$ cat config.mk
export PLATFORM = sky130hd
export DESIGN_NAME = sg_trace_walker
export DESIGN_NICKNAME = d
export VERILOG_FILES = /design/src/rtl/sgw_pkg.sv /design/src/rtl/sgw_entry_fetch.sv /design/src/rtl/sgw_page_gen.sv /design/src/rtl/sg_trace_walker.sv
export SDC_FILE = /design/constraint.sdc
export NUM_CORES = 1
export LEC_CHECK = 0
export BUFFER_PORTS_ARGS = -buffer_cell sky130_fd_sc_hd__buf_2
export CAP_MARGIN = 10
export CORE_MARGIN = 3
export CORE_UTILIZATION = 54
export DETAILED_ROUTE_END_ITERATION = 10
export GPL_ROUTABILITY_DRIVEN = 0
export PLACE_DENSITY_LB_ADDON = 0.3
export SLEW_MARGIN = 10
export SYNTH_ARGS = -nofsm -noshare
export SYNTH_HDL_FRONTEND = slang
export SYNTH_SLANG_ARGS = --single-unit
export TNS_END_PERCENT = 20
$ cat constraint.sdc
create_clock -name clk -period 2.95 [get_ports clk]
set_clock_uncertainty 0.05 [all_clocks]
set_input_delay 0.295 -clock clk [delete_from_list [all_inputs] [get_ports clk]]
set_output_delay 0.295 -clock clk [all_outputs]
set_load 0.01 [all_outputs]
$ cat src/rtl/sgw_pkg.sv
package sgw_pkg;
  localparam int unsigned ENT_W     = 32;
  localparam int unsigned ET_W      = 2;
  localparam int unsigned PN_LSB    = 4;
  localparam int unsigned PG_SHIFT  = 12;
  localparam int unsigned PN_W      = ENT_W - PN_LSB;
  localparam int unsigned PA_W      = PN_W + PG_SHIFT;
  localparam int unsigned PG_BYTES  = 1 << PG_SHIFT;
  localparam int unsigned ENT_BYTES = ENT_W / 8;

  typedef enum logic [ET_W-1:0] {
    KIND_RSVD = 2'b00,
    KIND_LAST = 2'b01,
    KIND_PAGE = 2'b10,
    KIND_LINK = 2'b11
  } sg_kind_e;

  typedef enum logic [1:0] {
    FS_IDLE = 2'd0,
    FS_REQ  = 2'd1,
    FS_WAIT = 2'd2
  } fetch_st_e;

  function automatic logic [PN_W-1:0] entry_page(input logic [ENT_W-1:0] e);
    return e[ENT_W-1:PN_LSB];
  endfunction
endpackage

$ cat src/rtl/sgw_entry_fetch.sv
module sgw_entry_fetch
  import sgw_pkg::*;
(
  input  logic                clk,
  input  logic                rst_n,
  input  logic                start_i,
  input  logic [PA_W-1:0]     base_i,
  output logic                req_valid_o,
  input  logic                req_ready_i,
  output logic [PA_W-1:0]     req_addr_o,
  input  logic                rsp_valid_i,
  input  logic [ENT_W-1:0]    rsp_data_i,
  input  logic                take_i,
  output logic                slot_valid_o,
  output logic [PN_W-1:0]     slot_page_o,
  output logic                slot_last_o,
  output logic                err_o
);
  fetch_st_e         st_q, st_d;
  logic [PA_W-1:0]   ptr_q, ptr_d;
  logic [PN_W-1:0]   base_q, base_d;
  logic              slot_v_q, slot_v_d;
  logic [PN_W-1:0]   slot_pn_q, slot_pn_d;
  logic              slot_l_q, slot_l_d;
  logic              err_q, err_d;
  logic              armed_q, armed_d;
  logic              drop_q, drop_d;

  sg_kind_e          kind;
  logic [PN_W-1:0]   ent_pn;
  logic              sbz_unused;

  assign kind       = sg_kind_e'(rsp_data_i[ET_W-1:0]);
  assign ent_pn     = entry_page(rsp_data_i);
  assign sbz_unused = ^{rsp_data_i[PN_LSB-1:ET_W], base_i[PG_SHIFT-1:0]};

  always_comb begin
    st_d      = st_q;
    ptr_d     = ptr_q;
    base_d    = base_q;
    slot_v_d  = slot_v_q;
    slot_pn_d = slot_pn_q;
    slot_l_d  = slot_l_q;
    err_d     = err_q;
    armed_d   = armed_q;
    drop_d    = drop_q;

    if (take_i) slot_v_d = 1'b0;

    unique case (st_q)
      FS_IDLE: begin
        if (armed_q && !err_q && !slot_v_q) st_d = FS_REQ;
      end
      FS_REQ: begin
        if (req_ready_i) st_d = FS_WAIT;
      end
      FS_WAIT: begin
        if (rsp_valid_i) begin
          st_d = FS_IDLE;
          if (drop_q) begin
            drop_d = 1'b0;
          end else begin
            unique case (kind)
              KIND_PAGE: begin
                slot_v_d  = 1'b1;
                slot_pn_d = ent_pn;
                slot_l_d  = 1'b0;
                ptr_d     = ptr_q + PA_W'(ENT_BYTES);
              end
              KIND_LAST: begin
                slot_v_d  = 1'b1;
                slot_pn_d = ent_pn;
                slot_l_d  = 1'b1;
                ptr_d     = {base_q, {PG_SHIFT{1'b0}}};
              end
              KIND_LINK: begin
                ptr_d = {ent_pn, {PG_SHIFT{1'b0}}};
              end
              default: begin
                err_d = 1'b1;
              end
            endcase
          end
        end
      end
      default: st_d = FS_IDLE;
    endcase

    if (start_i) begin
      base_d   = base_i[PA_W-1:PG_SHIFT];
      ptr_d    = {base_i[PA_W-1:PG_SHIFT], {PG_SHIFT{1'b0}}};
      slot_v_d = 1'b0;
      slot_l_d = 1'b0;
      err_d    = 1'b0;
      armed_d  = 1'b1;
      if ((st_q == FS_REQ && req_ready_i) || (st_q == FS_WAIT && !rsp_valid_i)) begin
        st_d   = FS_WAIT;
        drop_d = 1'b1;
      end else begin
        st_d   = FS_IDLE;
        drop_d = 1'b0;
      end
    end
  end

  always_ff @(posedge clk or negedge rst_n) begin
    if (!rst_n) begin
      st_q      <= FS_IDLE;
      ptr_q     <= '0;
      base_q    <= '0;
      slot_v_q  <= 1'b0;
      slot_pn_q <= '0;
      slot_l_q  <= 1'b0;
      err_q     <= 1'b0;
      armed_q   <= 1'b0;
      drop_q    <= 1'b0;
    end else begin
      st_q      <= st_d;
      ptr_q     <= ptr_d;
      base_q    <= base_d;
      slot_v_q  <= slot_v_d;
      slot_pn_q <= slot_pn_d;
      slot_l_q  <= slot_l_d;
      err_q     <= err_d;
      armed_q   <= armed_d;
      drop_q    <= drop_d;
    end
  end

  assign req_valid_o  = (st_q == FS_REQ);
  assign req_addr_o   = ptr_q;
  assign slot_valid_o = slot_v_q;
  assign slot_page_o  = slot_pn_q;
  assign slot_last_o  = slot_l_q;
  assign err_o        = err_q;

  AST_REQ_HELD: assert property (@(posedge clk) disable iff (!rst_n)
    req_valid_o && !req_ready_i && !start_i |=> req_valid_o && $stable(req_addr_o));
  AST_ERR_STICKY: assert property (@(posedge clk) disable iff (!rst_n)
    err_o && !start_i |=> err_o);
  AST_ERR_QUIET: assert property (@(posedge clk) disable iff (!rst_n)
    err_o |-> !req_valid_o);
  AST_REQ_WORD_ALIGNED: assert property (@(posedge clk) disable iff (!rst_n)
    req_valid_o |-> req_addr_o[1:0] == 2'b00);
endmodule

$ cat src/rtl/sgw_page_gen.sv
module sgw_page_gen
  import sgw_pkg::*;
#(
  parameter int unsigned BEAT_BYTES = 8
) (
  input  logic              clk,
  input  logic              rst_n,
  input  logic              start_i,
  input  logic              err_i,
  input  logic              slot_valid_i,
  input  logic [PN_W-1:0]   slot_page_i,
  input  logic              slot_last_i,
  output logic              take_o,
  input  logic              wr_valid_i,
  output logic              wr_ready_o,
  output logic [PA_W-1:0]   wr_addr_o,
  output logic              wrap_o
);
  localparam logic [PG_SHIFT-1:0] STEP     = PG_SHIFT'(BEAT_BYTES);
  localparam logic [PG_SHIFT-1:0] LAST_OFF = PG_SHIFT'(PG_BYTES - BEAT_BYTES);

  logic                cur_v_q, cur_v_d;
  logic [PN_W-1:0]     cur_pn_q, cur_pn_d;
  logic                cur_l_q, cur_l_d;
  logic [PG_SHIFT-1:0] off_q, off_d;
  logic                wrap_q, wrap_d;
  logic                beat, page_end;

  assign wr_ready_o = cur_v_q && !err_i;
  assign beat       = wr_valid_i && wr_ready_o;
  assign page_end   = beat && (off_q == LAST_OFF);
  assign take_o     = slot_valid_i && !start_i && (!cur_v_q || page_end);

  always_comb begin
    cur_v_d  = cur_v_q;
    cur_pn_d = cur_pn_q;
    cur_l_d  = cur_l_q;
    off_d    = off_q;
    wrap_d   = 1'b0;
    if (start_i) begin
      cur_v_d = 1'b0;
      cur_l_d = 1'b0;
      off_d   = '0;
    end else begin
      wrap_d = page_end && cur_l_q;
      if (take_o) begin
        cur_v_d  = 1'b1;
        cur_pn_d = slot_page_i;
        cur_l_d  = slot_last_i;
        off_d    = '0;
      end else if (page_end) begin
        cur_v_d = 1'b0;
        off_d   = '0;
      end else if (beat) begin
        off_d = off_q + STEP;
      end
    end
  end

  always_ff @(posedge clk or negedge rst_n) begin
    if (!rst_n) begin
      cur_v_q  <= 1'b0;
      cur_pn_q <= '0;
      cur_l_q  <= 1'b0;
      off_q    <= '0;
      wrap_q   <= 1'b0;
    end else begin
      cur_v_q  <= cur_v_d;
      cur_pn_q <= cur_pn_d;
      cur_l_q  <= cur_l_d;
      off_q    <= off_d;
      wrap_q   <= wrap_d;
    end
  end

  assign wr_addr_o = {cur_pn_q, off_q};
  assign wrap_o    = wrap_q;

  AST_ADDR_STEP: assert property (@(posedge clk) disable iff (!rst_n)
    wr_valid_i && wr_ready_o && (wr_addr_o[PG_SHIFT-1:0] != LAST_OFF) && !start_i
    |=> wr_addr_o == $past(wr_addr_o) + PA_W'(BEAT_BYTES));
  AST_ADDR_HOLD: assert property (@(posedge clk) disable iff (!rst_n)
    wr_ready_o && !wr_valid_i && !start_i |=> $stable(wr_addr_o));
  AST_WRAP_SINGLE: assert property (@(posedge clk) disable iff (!rst_n)
    wrap_o |=> !wrap_o);
endmodule

$ cat src/rtl/sg_trace_walker.sv
module sg_trace_walker
  import sgw_pkg::*;
#(
  parameter int unsigned BEAT_BYTES = 8
) (
  input  logic              clk,
  input  logic              rst_n,
  input  logic              start,
  input  logic [PA_W-1:0]   table_base,
  output logic              mem_req_valid,
  input  logic              mem_req_ready,
  output logic [PA_W-1:0]   mem_req_addr,
  input  logic              mem_rsp_valid,
  input  logic [ENT_W-1:0]  mem_rsp_data,
  input  logic              wr_valid,
  output logic              wr_ready,
  output logic [PA_W-1:0]   wr_addr,
  output logic              wrap,
  output logic              err
);
  logic            slot_valid, slot_last, take;
  logic [PN_W-1:0] slot_page;

  sgw_entry_fetch u_fetch (
    .clk          (clk),
    .rst_n        (rst_n),
    .start_i      (start),
    .base_i       (table_base),
    .req_valid_o  (mem_req_valid),
    .req_ready_i  (mem_req_ready),
    .req_addr_o   (mem_req_addr),
    .rsp_valid_i  (mem_rsp_valid),
    .rsp_data_i   (mem_rsp_data),
    .take_i       (take),
    .slot_valid_o (slot_valid),
    .slot_page_o  (slot_page),
    .slot_last_o  (slot_last),
    .err_o        (err)
  );

  sgw_page_gen #(.BEAT_BYTES(BEAT_BYTES)) u_page (
    .clk          (clk),
    .rst_n        (rst_n),
    .start_i      (start),
    .err_i        (err),
    .slot_valid_i (slot_valid),
    .slot_page_i  (slot_page),
    .slot_last_i  (slot_last),
    .take_o       (take),
    .wr_valid_i   (wr_valid),
    .wr_ready_o   (wr_ready),
    .wr_addr_o    (wr_addr),
    .wrap_o       (wrap)
  );

  AST_START_BLOCKS_READY: assert property (@(posedge clk) disable iff (!rst_n)
    start |=> !wr_ready);
  AST_ERR_NO_READY: assert property (@(posedge clk) disable iff (!rst_n)
    err |-> !wr_ready);
endmodule

==> results of run 1 <==
[worst min path at each step]
| stage | endpoint | start | depth (start not counted) |
|---|---|---|---|
| 2_1_floorplan | u_fetch.armed_q | rst_n | 0 |
| 3_3_place_gp | u_page.cur_pn_q[26] | rst_n | 1 |
| 3_5_place_dp | u_page.cur_pn_q[26] | rst_n | 1 |
| 4_1_cts | u_fetch.base_q[24] | table_base[36] | 2 |
| 5_1_grt | u_fetch.base_q[24] | table_base[36] | 2 |
| 6_report | u_fetch.base_q[4] | table_base[16] | 3 |
[cell type report]
| type | count | area [um^2] | area share, % |
|---|---|---|---|
| clock buffer | 21 | 460.4 | 5.301 |
| clock inverter | 10 | 140.1 | 1.613 |
| inverter | 31 | 116.4 | 1.340 |
| multi-input combinational | 471 | 3321 | 38.23 |
| sequential | 141 | 3528 | 40.62 |
| tap | 172 | 215.2 | 2.478 |
| timing repair buffer | 165 | 904.6 | 10.41 |
[cell usage in the layout, fill, tap and decap left out, types with 10 or more instances in the layout]
| cell type | instances |
|---|---|
| nor3_1 | 17 |
| nand3_1 | 25 |
| buf_2 | 141 |
| mux2i_1 | 13 |
| clkbuf_16 | 17 |
| and3_1 | 10 |
| inv_1 | 30 |
| mux2_2 | 67 |
| nand2_1 | 49 |
| buf_4 | 21 |
| nand4_1 | 15 |
| dfrtp_1 | 141 |
| xor2_1 | 10 |
| a22oi_1 | 11 |
| a221o_1 | 10 |
| a21oi_1 | 16 |
| o21ai_0 | 40 |
| nor2_1 | 49 |
[cells in the mapped netlist (all sizes together), types with 2 or more instances]
master and instances:
nor3b 2, or4 3, or2 2, o22ai 5, o22a 2, and3 10, buf 18, o31a 7
clkbuf 29, nor2b 2, xnor2 7, o21ai 44, o221ai 7, a22oi 11, a22o 4, a211oi 3
a2111oi 2, nand2b 3, dfrtp 141, a31oi 7, nand4 17, nor3 17, and4 6, mux2i 13
ha 6, or3 3, o211ai 4, mux2 67, nor4 13, and2 6, a221oi 8, a41oi 6
inv 31, a2bb2oi 3, a221o 10, nand3b 4, xor2 10, nand2 49, nor2 49, nand3 26
a21oi 16
[flip-flops by register name, indices dropped and copies added (netlist names)]
name	count
u_fetch.slot_page_o	28
u_page.wrap_o	1
u_fetch.req_addr_o	38
u_fetch.err_o	1
u_fetch.slot_last_o	1
u_page.cur_pn_q	28
u_page.cur_l_q	1
u_page.cur_v_q	1
u_fetch.armed_q	1
u_fetch.base_q	28
u_fetch.st_q	2
u_fetch.drop_q	1
u_fetch.slot_valid_o	1
u_page.off_q	9
[kinds of logic (layout without fill, tap and decap cells)]
| family | Yosys count | count (layout) | share of synthesized area (%) |
|---|---|---|---|
| AND/OR/NAND/NOR | 216 | 216 | 16.29 |
| AO/OA/AOI/OAI | 147 | 147 | 14.30 |
| flip-flops | 141 | 141 | 49.34 |
| multiplexers | 80 | 80 | 12.37 |
| buffers and inverters | 78 | 227 | 4.514 |
| XOR/XNOR | 17 | 17 | 2.082 |
| adder cells (fa/ha/maj) | 6 | 6 | 1.050 |
| other | 1 | 5 | 0.05244 |
[timing repair]
item | 4_1_cts | 5_1_grt
resized for setup | 0 | 0
hold buffers | 1 | 0
endpoints found under the hold margin | 54 | 0
[through the flow]
| stage | power (mW) | util [%] | hold slack [ps] |
|---|---|---|---|
| finish | 5.607 | 68.00 | 67.54 |
| global route | 5.870 | 68.00 | 59.12 |
| global placement | 3.383 | 63.22 | 242.5 |
| floorplan | 3.055 | - | -50.59 |
| CTS | 5.633 | 68.00 | 51.37 |
| detailed placement | 3.460 | 63.22 | 239.6 |
[metal layers]
metal,up-vias,part of all wire (%)
met5,-,0
met4,0,3.1
met3,61,8.4
met2,318,48
met1,3088,40
li1,2808,-
[power breakdown]
group | internal, mW | switching, mW | total (mW) | leakage, nW
combinational | 0.447 | 0.462 | 0.910 | 2.01
sequential | 2.28 | 0.248 | 2.53 | 1.79
clock | 1.37 | 0.803 | 2.17 | 0.285
[critical path, cell delays in order, from the launching register on]
cell and delay (ps):
dfrtp_1 490, nand4_2 280, or4_4 590, nor4_4 480, mux2i_1 270, o22ai_1 110
==> results.md, run 1 <==
* Status: finished, final reports clean
* Core box area at 0.01277 mm^2
* Post-route DRC at 0
* Final nets at 911
* Worst r2r src: u_fetch.req_addr_o[5]
* Mapped Avg Cell Area at 10.42 um^2
* CTS tree: built
* Leak pwr at 4.086 nW
* Setup Fix Bufs, Post-CTS at 0
* Die area at 0.01466 mm^2
* Worst slew pin tran at 870.3 ps
* Post-route ant nets at 0
* Layout cell share with drive strength beyond 1 at 32.90%
* Cell taking the most area after synthesis: dfrtp_1
* Number of library cell types mapped by synthesis at 68
* Initial antenna violation count at 0
* Met1 Usage GRT at 36.12%
* Hpwl dp at 14,250 um
* Placed instance area at 0.008075 mm^2
* GR Overflow Total at 0
* Clock Pin Slew Worst Setup and Hold Paths at 60 ps
* Fin area at 0.008686 mm^2
* Fillcell total at 978
* Mapped Area at 0.007151 mm^2
* Final worst slack at 545.2 ps
* # IOs at 162
* # clock sinks at 141
* Mean number of vias per cell at 6.207
* Die height at 121.1 um
* Worst VDD drop at 0.0004001 V
* Port bufs at 142
* Ant. Diodes at 0
* Setup WS pre-CTS at 509.0 ps
* Met3 Track Usage GR at 7.179%
* Crit path launch: u_fetch.req_addr_o[5]
* Htree depth at 4
* Worst Path Max Fanout at 9
* Pin count of the biggest net entering global routing at 61
* Clock Root Buffer: clkbuf_16
* DR WL/cell at 19.72 um
* Drt pass-1 iters at 5
* GRT Util Overall at 28.37%
* Top FF cell, synth: dfrtp_1
* Power Dens Cells at 645.5 mW/mm^2
* RSZ-0062 raised after global routing: false
* Async SR Flop Fraction at 100.0%
* Row cnt at 41
* Die Wd at 121.1 um
* Starting Density at 55.98%
* Num CTS Buffers at 17
* Setup crit end kind: flop
* Relative slew slack at 41.59%
* Crit Path Class: flop to flop
* R2r endpoint: u_fetch.req_addr_o[35]
* Via count at 6,275
* Ys Warns at 0
* Max Slew Vio Count at 0
* Crit share post-route at 81.52%
* Hold/Removal Path Class: input port to flop
* Final worst path period need at 2405 ps
* Layout Cells excl Fill at 1,011
* CP Capture Point: u_fetch.req_addr_o[35]
* Share of the synthesized area in the top cell type at 49.34%
* Setup TNS at 0 ps
* Met2 usage at 46.41%
* Synth Register Bits at 141
* First-pass GRT wire length at 32,470 um
* Final hold violations at 0
* Critical Path AT at 2640 ps
* Highest Clock Rate at 0.4158 GHz
* Top cells by area, synth: dfrtp_1, mux2_2, o21ai_0
* Clock latency on the worst-skew pair at 420 ps
* Post-synth EDFFs at 0
* CP Data Required Time at 3190 ps
* R2R cell count at 5
* Max clock buf depth at 2
* Layout area overhead at 21.47%
* DRT iter0 DRCs at 610
* Register area share after synthesis at 49.34%
* Endpoints failing setup at 0
* Global route hottest layer: met2
* Reg-to-reg slack, setup at 550 ps
* Vias in the first global route at 6,316
* Total routed wirelength at 19,940 um
* Worst Setup Start Kind: flop
* Dpl cells at 979
* # Max-Cap Violations at 0
* Synth Instances at 686
No activity file was read; power rests on OpenSTA's default activity.
==> run 2: changes to the inputs <==
clock period = 2.4 ns   (was 2.95 ns; I/O delays follow)
==> results.md, run 2 (same netlist as run 1, synthesis figures left out) <==
* Status: finished, final reports clean
* Via count at 6,300 (+0.40%)
* Htree depth at 4 (unchanged)
* Ant. Diodes at 0 (unchanged)
* Drt pass-1 iters at 6 (+1)
* Hpwl dp at 14,110 um (-0.98%)
* # Max-Cap Violations at 0 (unchanged)
* CP Data Required Time at 2660 ps (-530 ps)
* Layout Cells excl Fill at 1,028 (+1.7%)
* Initial antenna violation count at 0 (unchanged)
* DRT iter0 DRCs at 663 (+8.7%)
* Fin Hold WS at 10.10 ps (-57.44 ps)
* Clock Root Buffer: clkbuf_16
* First-pass GRT wire length at 32,640 um (+0.51%)
* Vias in the first global route at 6,302 (-0.22%)
* Crit Path Class: flop to flop
* Most frequent cells in the layout: buf_2, dfrtp_1, mux2_2
* Switching power at 1.859 mW (+23%)
* Post-route ant nets at 0 (unchanged)
* Crit path launch: u_fetch.req_addr_o[10]
* Critical Path AT at 2540 ps (-100 ps)
* Layout cell share with drive strength beyond 1 at 34.23% (+1.3 points)
* DR WL/cell at 19.44 um (-1.4%)
* GRT Util Overall at 28.36% (about the same)
* Die Wd at 121.1 um (unchanged)
* Clock latency on the worst-skew pair at 430 ps (about the same)
* Leak pwr at 4.168 nW (+2.0%)
* Die height at 121.1 um (unchanged)
* Setup WS pre-CTS at 84.02 ps (-425.0 ps)
* Placed instance area at 0.008178 mm^2 (+1.3%)
* Clock network fraction of total power at 38.9% (+0.2 points)
* Combinational power share at 16.5% (+0.3 points)
* Hold_sp: table_base[23]
* Switching part of the total power at 26.80% (-0.19 points)
* Reg power frac at 44.6% (-0.5 points)
* Mean number of vias per cell at 6.128 (-1.3%)
* Worst Path Max Fanout at 9 (unchanged)
* Starting Density at 55.98% (unchanged)
* Worst Setup Start Kind: flop
* Setup TNS at 0 ps (unchanged)
* Worst VDD drop at 0.0005871 V (+47%)
* Max Slew Vio Count at 0 (unchanged)
* Setup crit end kind: flop
* Num CTS Buffers at 17 (unchanged)
* Final worst slack at 112.2 ps (-432.9 ps)
* Final worst path period need at 2288 ps (-117.1 ps)
* Port bufs at 142 (unchanged)
* Total routed wirelength at 19,990 um (+0.24%)
* Clock Pin Slew Worst Setup and Hold Paths at 60 ps (about the same)
* CTS tree: built
* Core box area at 0.01277 mm^2 (unchanged)
* Total Power at 6.936 mW (+24%)
* Worst slew pin tran at 772.0 ps (-98.28 ps)
* Worst r2r src: u_fetch.req_addr_o[10]
* # IOs at 162 (unchanged)
* P_int at 5.077 mW (+24%)
* Pin count of the biggest net entering global routing at 74 (+21%)
* Highest Clock Rate at 0.4371 GHz (+5.1%)
* Hold/Removal Path Class: input port to flop
* Crit share post-route at 95.32% (+14 points)
* GR Overflow Total at 0 (unchanged)
* Row cnt at 41 (unchanged)
* Fin area at 0.008848 mm^2 (+1.9%)
* Max FFs per register at 38 (unchanged)
* Post-route DRC at 0 (unchanged)
* RSZ-0062 raised after global routing: false
* Util after Layout at 69.27% (+1.3 points)
* Relative slew slack at 48.34% (+6.8 points)
* Layout area overhead at 23.74%
* Final nets at 927 (+1.8%)
* # clock sinks at 141 (unchanged)
* Dpl cells at 991 (+1.2%)
* Final hold violations at 0 (unchanged)
* Max clock buf depth at 2 (unchanged)
* Die area at 0.01466 mm^2 (unchanged)
* Power Dens Cells at 783.9 mW/mm^2 (+21%)
* Endpoints failing setup at 0 (unchanged)
-- run 2: cell types whose count changed in the layout (fill, tap and decap cells not counted), sizes merged --
| cell | before | now |
|---|---|---|
| dlygate4sd3 | 1 | 5 |
| clkinvlp | 3 | 4 |
| buf | 164 | 176 |
-- run 2: worst paths after layout --
path                                               end  slack (ps)  cells past startpoint
worst max-delay path            u_fetch.req_addr_o[35]         110                      5
worst min register to register         u_fetch.armed_q         430                      1
max in group asynchronous              u_page.off_q[3]        1190                      3
worst min-delay path            u_fetch.req_addr_o[23]          10                      2
min in group asynchronous           u_fetch.base_q[22]         350                      2
worst max register to register  u_fetch.req_addr_o[35]         110                      5
-- run 2: what timing repair did --
action / in CTS / in global routing
gates resized for setup: 0 / 3
endpoints found under the hold margin: 75 / 0
setup endpoints to repair: 0 / 30
hold buffers: 5 / 0
setup buffers: 0 / 0
-- run 2: layout make-up --
type                       instances  area, um^2
clock buffer                      21       470.5
clock inverter                    11       140.1
fill                             977        3925
inverter                          31       116.4
multi-input combinational        471        3331
sequential                       141        3528
tap                              172       215.2
timing repair buffer             181        1047
-- run 2: critical path, cell delays in order, from the launching register on --
cell and delay [ps]:
dfrtp_1 470, nand4_4 170, or4_4 650, nor4_4 480, mux2i_1 240, o22ai_1 100
-- run 2: per-layer routing --
metal / GRT usage (%) / share of wire, %
met1: 36.36 / 40
met2: 46.06 / 49
met3: 6.900 / 8.8
met4: 12.04 / 2.7
met5: 0 / 0
-- run 2: power by group through the flow --
stage	registers, mW	clock network [mW]	logic (mW)
floorplan	3.10	0	0.652
global placement	3.08	0	1.09
detailed placement	3.12	0	1.14
CTS	3.09	2.73	1.15
global route	3.16	2.85	1.26
finish	3.09	2.70	1.14
==> run 3: changes to the inputs <==
SYNTH_HIERARCHICAL = 1   (was not set)
==> results.md, run 3 <==
* Status: finished, final reports clean
* Total routed wirelength at 20,310 um (+1.6%)
* Pin count of the biggest net entering global routing at 94 (+27%)
* Ant. Diodes at 0 (unchanged)
* Worst Setup Start Kind: input port
* Die height at 120.4 um (-0.57%)
* Setup crit end kind: flop
* # clock sinks at 141 (unchanged)
* Total Power at 7.110 mW (+2.5%)
* Mapped Avg Cell Area at 10.36 um^2 (-0.61%)
* Max Slew Vio Count at 0 (unchanged)
* Layout Cells excl Fill at 1,034 (+0.58%)
* Row cnt at 41 (unchanged)
* Post-synth EDFFs at 0 (unchanged)
* Post-route DRC at 0 (unchanged)
* Drt pass-1 iters at 6 (unchanged)
* Core box area at 0.01272 mm^2 (-0.40%)
* Number of library cell types mapped by synthesis at 64 (-5.9%)
* Max FFs per register at 38 (unchanged)
* Vias in the first global route at 6,108 (-3.1%)
* CP Data Required Time at 2690 ps (+30 ps)
* Layout cell share with drive strength beyond 1 at 34.69% (+0.46 points)
* Final hold violations at 0 (unchanged)
* Top cells by area, synth: dfrtp_1, mux2_2, o21ai_0
* Synth Instances at 682 (-0.58%)
* Worst slew pin tran at 624.8 ps (-147.2 ps)
* GR Overflow Total at 0 (unchanged)
* Synth Register Bits at 141 (unchanged)
* Crit Path Class: input port to flop
* Initial antenna violation count at 0 (unchanged)
* Num CTS Buffers at 17 (unchanged)
* Max clock buf depth at 2 (unchanged)
* Top FF cell, synth: dfrtp_1
* Mean number of vias per cell at 6.259 (+2.1%)
* Leak pwr at 4.115 nW (-1.3%)
* Highest Clock Rate at 0.4326 GHz (-1.0%)
* Layout area overhead at 25.46%
* Endpoints failing setup at 0 (unchanged)
* Via count at 6,472 (+2.7%)
* Clock Pin Slew Worst Setup and Hold Paths at 60 ps (about the same)
* Setup TNS at 0 ps (unchanged)
* GRT Util Overall at 27.98% (-0.38 points)
* Setup WS pre-CTS at 139.9 ps (+55.90 ps)
* Most frequent cells in the layout: buf_2, dfrtp_1, mux2_2
* Ys Warns at 6 (+6)
* Util after Layout at 69.68% (+0.41 points)
* DR WL/cell at 19.64 um (+1.0%)
* Async SR Flop Fraction at 100.0% (unchanged)
* Clock latency on the worst-skew pair at 420 ps (about the same)
* Cell taking the most area after synthesis: dfrtp_1
* Relative slew slack at 58.35% (+10 points)
* Share of the synthesized area in the top cell type at 49.94% (+0.59 points)
* Worst VDD drop at 0.0003720 V (-37%)
* # Max-Cap Violations at 0 (unchanged)
* Htree depth at 4 (unchanged)
* Register area share after synthesis at 49.94% (+0.59 points)
* RSZ-0062 raised after global routing: false
* Mapped Area at 0.007066 mm^2 (-1.2%)
* Final worst slack at 88.64 ps (-23.59 ps)
* Worst Path Max Fanout at 18 (+9)
* Port bufs at 142 (unchanged)
* DRT iter0 DRCs at 604 (-8.9%)
* Dpl cells at 997 (+0.61%)
* Hold/Removal Path Class: input port to flop
* Hpwl dp at 14,180 um (+0.55%)
* Final nets at 933 (+0.65%)
* Fillcell total at 985 (+0.82%)
* First-pass GRT wire length at 31,580 um (-3.2%)
* # IOs at 162 (unchanged)
* CTS tree: built
* Final worst path period need at 2311 ps (+23.59 ps)
* Die area at 0.01449 mm^2 (-1.1%)
* Most instantiated cells after synthesis: dfrtp_1, mux2_2, nand2_1, nor2_1, o21ai_0
* Die Wd at 120.4 um (-0.57%)
* Count leader, synth: dfrtp_1
* Power Dens Cells at 802.1 mW/mm^2 (+2.3%)
* Post-route ant nets at 0 (unchanged)
* Starting Density at 55.54% (-0.44 points)
* Crit share post-route at 96.31% (+0.98 points)
* Critical Path AT at 2600 ps (+60 ps)
* Clock Root Buffer: clkbuf_16
## run 3: repair_timing
| action | CTS | global route |
|---|---|---|
| hold buffers | 5 | 0 |
| hold endpoints to repair | 67 | 0 |
| buffers inserted | 0 | 0 |
| resized for setup | 0 | 0 |
## run 3: final cells by class
| type | count | area, um^2 | share of cell area [%] |
|---|---|---|---|
| inverter | 26 | 97.59 | 1.101 |
| tap | 172 | 215.2 | 2.428 |
| sequential | 141 | 3528 | 39.80 |
| clock buffer | 19 | 442.9 | 4.996 |
| clock inverter | 13 | 142.6 | 1.609 |
| timing repair buffer | 194 | 1220 | 13.76 |
| multi-input combinational | 469 | 3218 | 36.30 |
## run 3: where the power goes
part	total [mW]	switching [mW]	internal (mW)
Sequential	3.14	0.298	2.84
Clock	2.59	1.03	1.56
Combinational	1.38	0.700	0.681
## run 3: stage by stage
step / area (um^2) / hold slack (ps)
2_1_floorplan: 7077 / -105.6
3_3_place_gp: 8229 / 224.3
3_5_place_dp: 8229 / 236.2
4_1_cts: 8865 / 0.6912
5_1_grt: 8865 / 11.03
6_report: 8865 / 5.430
## run 3: path summary, 6_finish.rpt
| kind | from | cells after the start | slack [ps] | end |
|---|---|---|---|---|
| setup / recovery | mem_rsp_valid | 9 | 90 | u_fetch/req_addr_o[19] |
| hold / removal | table_base[35] | 3 | 5 | u_fetch/req_addr_o[35] |
| setup reg to reg | u_fetch/req_addr_o[19] | 4 | 110 | u_fetch/req_addr_o[37] |
| hold reg to reg | u_fetch/armed_q | 1 | 410 | u_fetch/armed_q |
| max in group asynchronous | rst_n | 3 | 1100 | u_fetch/slot_page_o[18] |
| min in group asynchronous | rst_n | 2 | 340 | u_page/off_q[5] |
## run 3: layer usage
metal  global-route usage [%]  part of all wire (%)
met2                    42.61                    46
met1                    38.19                    41
met5                        0                     0
met3                    7.858                   9.2
met4                    10.98                   3.0
## run 3: critical path: stages
cell	delay (ps)
dlygate4sd3_1	520
buf_2	120
nor4bb_2	320
buf_4	240
nand2_1	120
buf_4	230
or3_1	370
mux2_2	270
a2bb2oi_1	160
## run 3: logic make-up after synthesis
logic type | Yosys count | share of synthesized area [%]
AO/OA/AOI/OAI | 155 | 15.23
XOR/XNOR | 8 | 0.9917
AND/OR/NAND/NOR | 219 | 15.87
multiplexers | 76 | 12.04
other | 2 | 0.1063
buffers and inverters | 75 | 4.764
flip-flops | 141 | 49.94
adder cells (fa/ha/maj) | 6 | 1.062
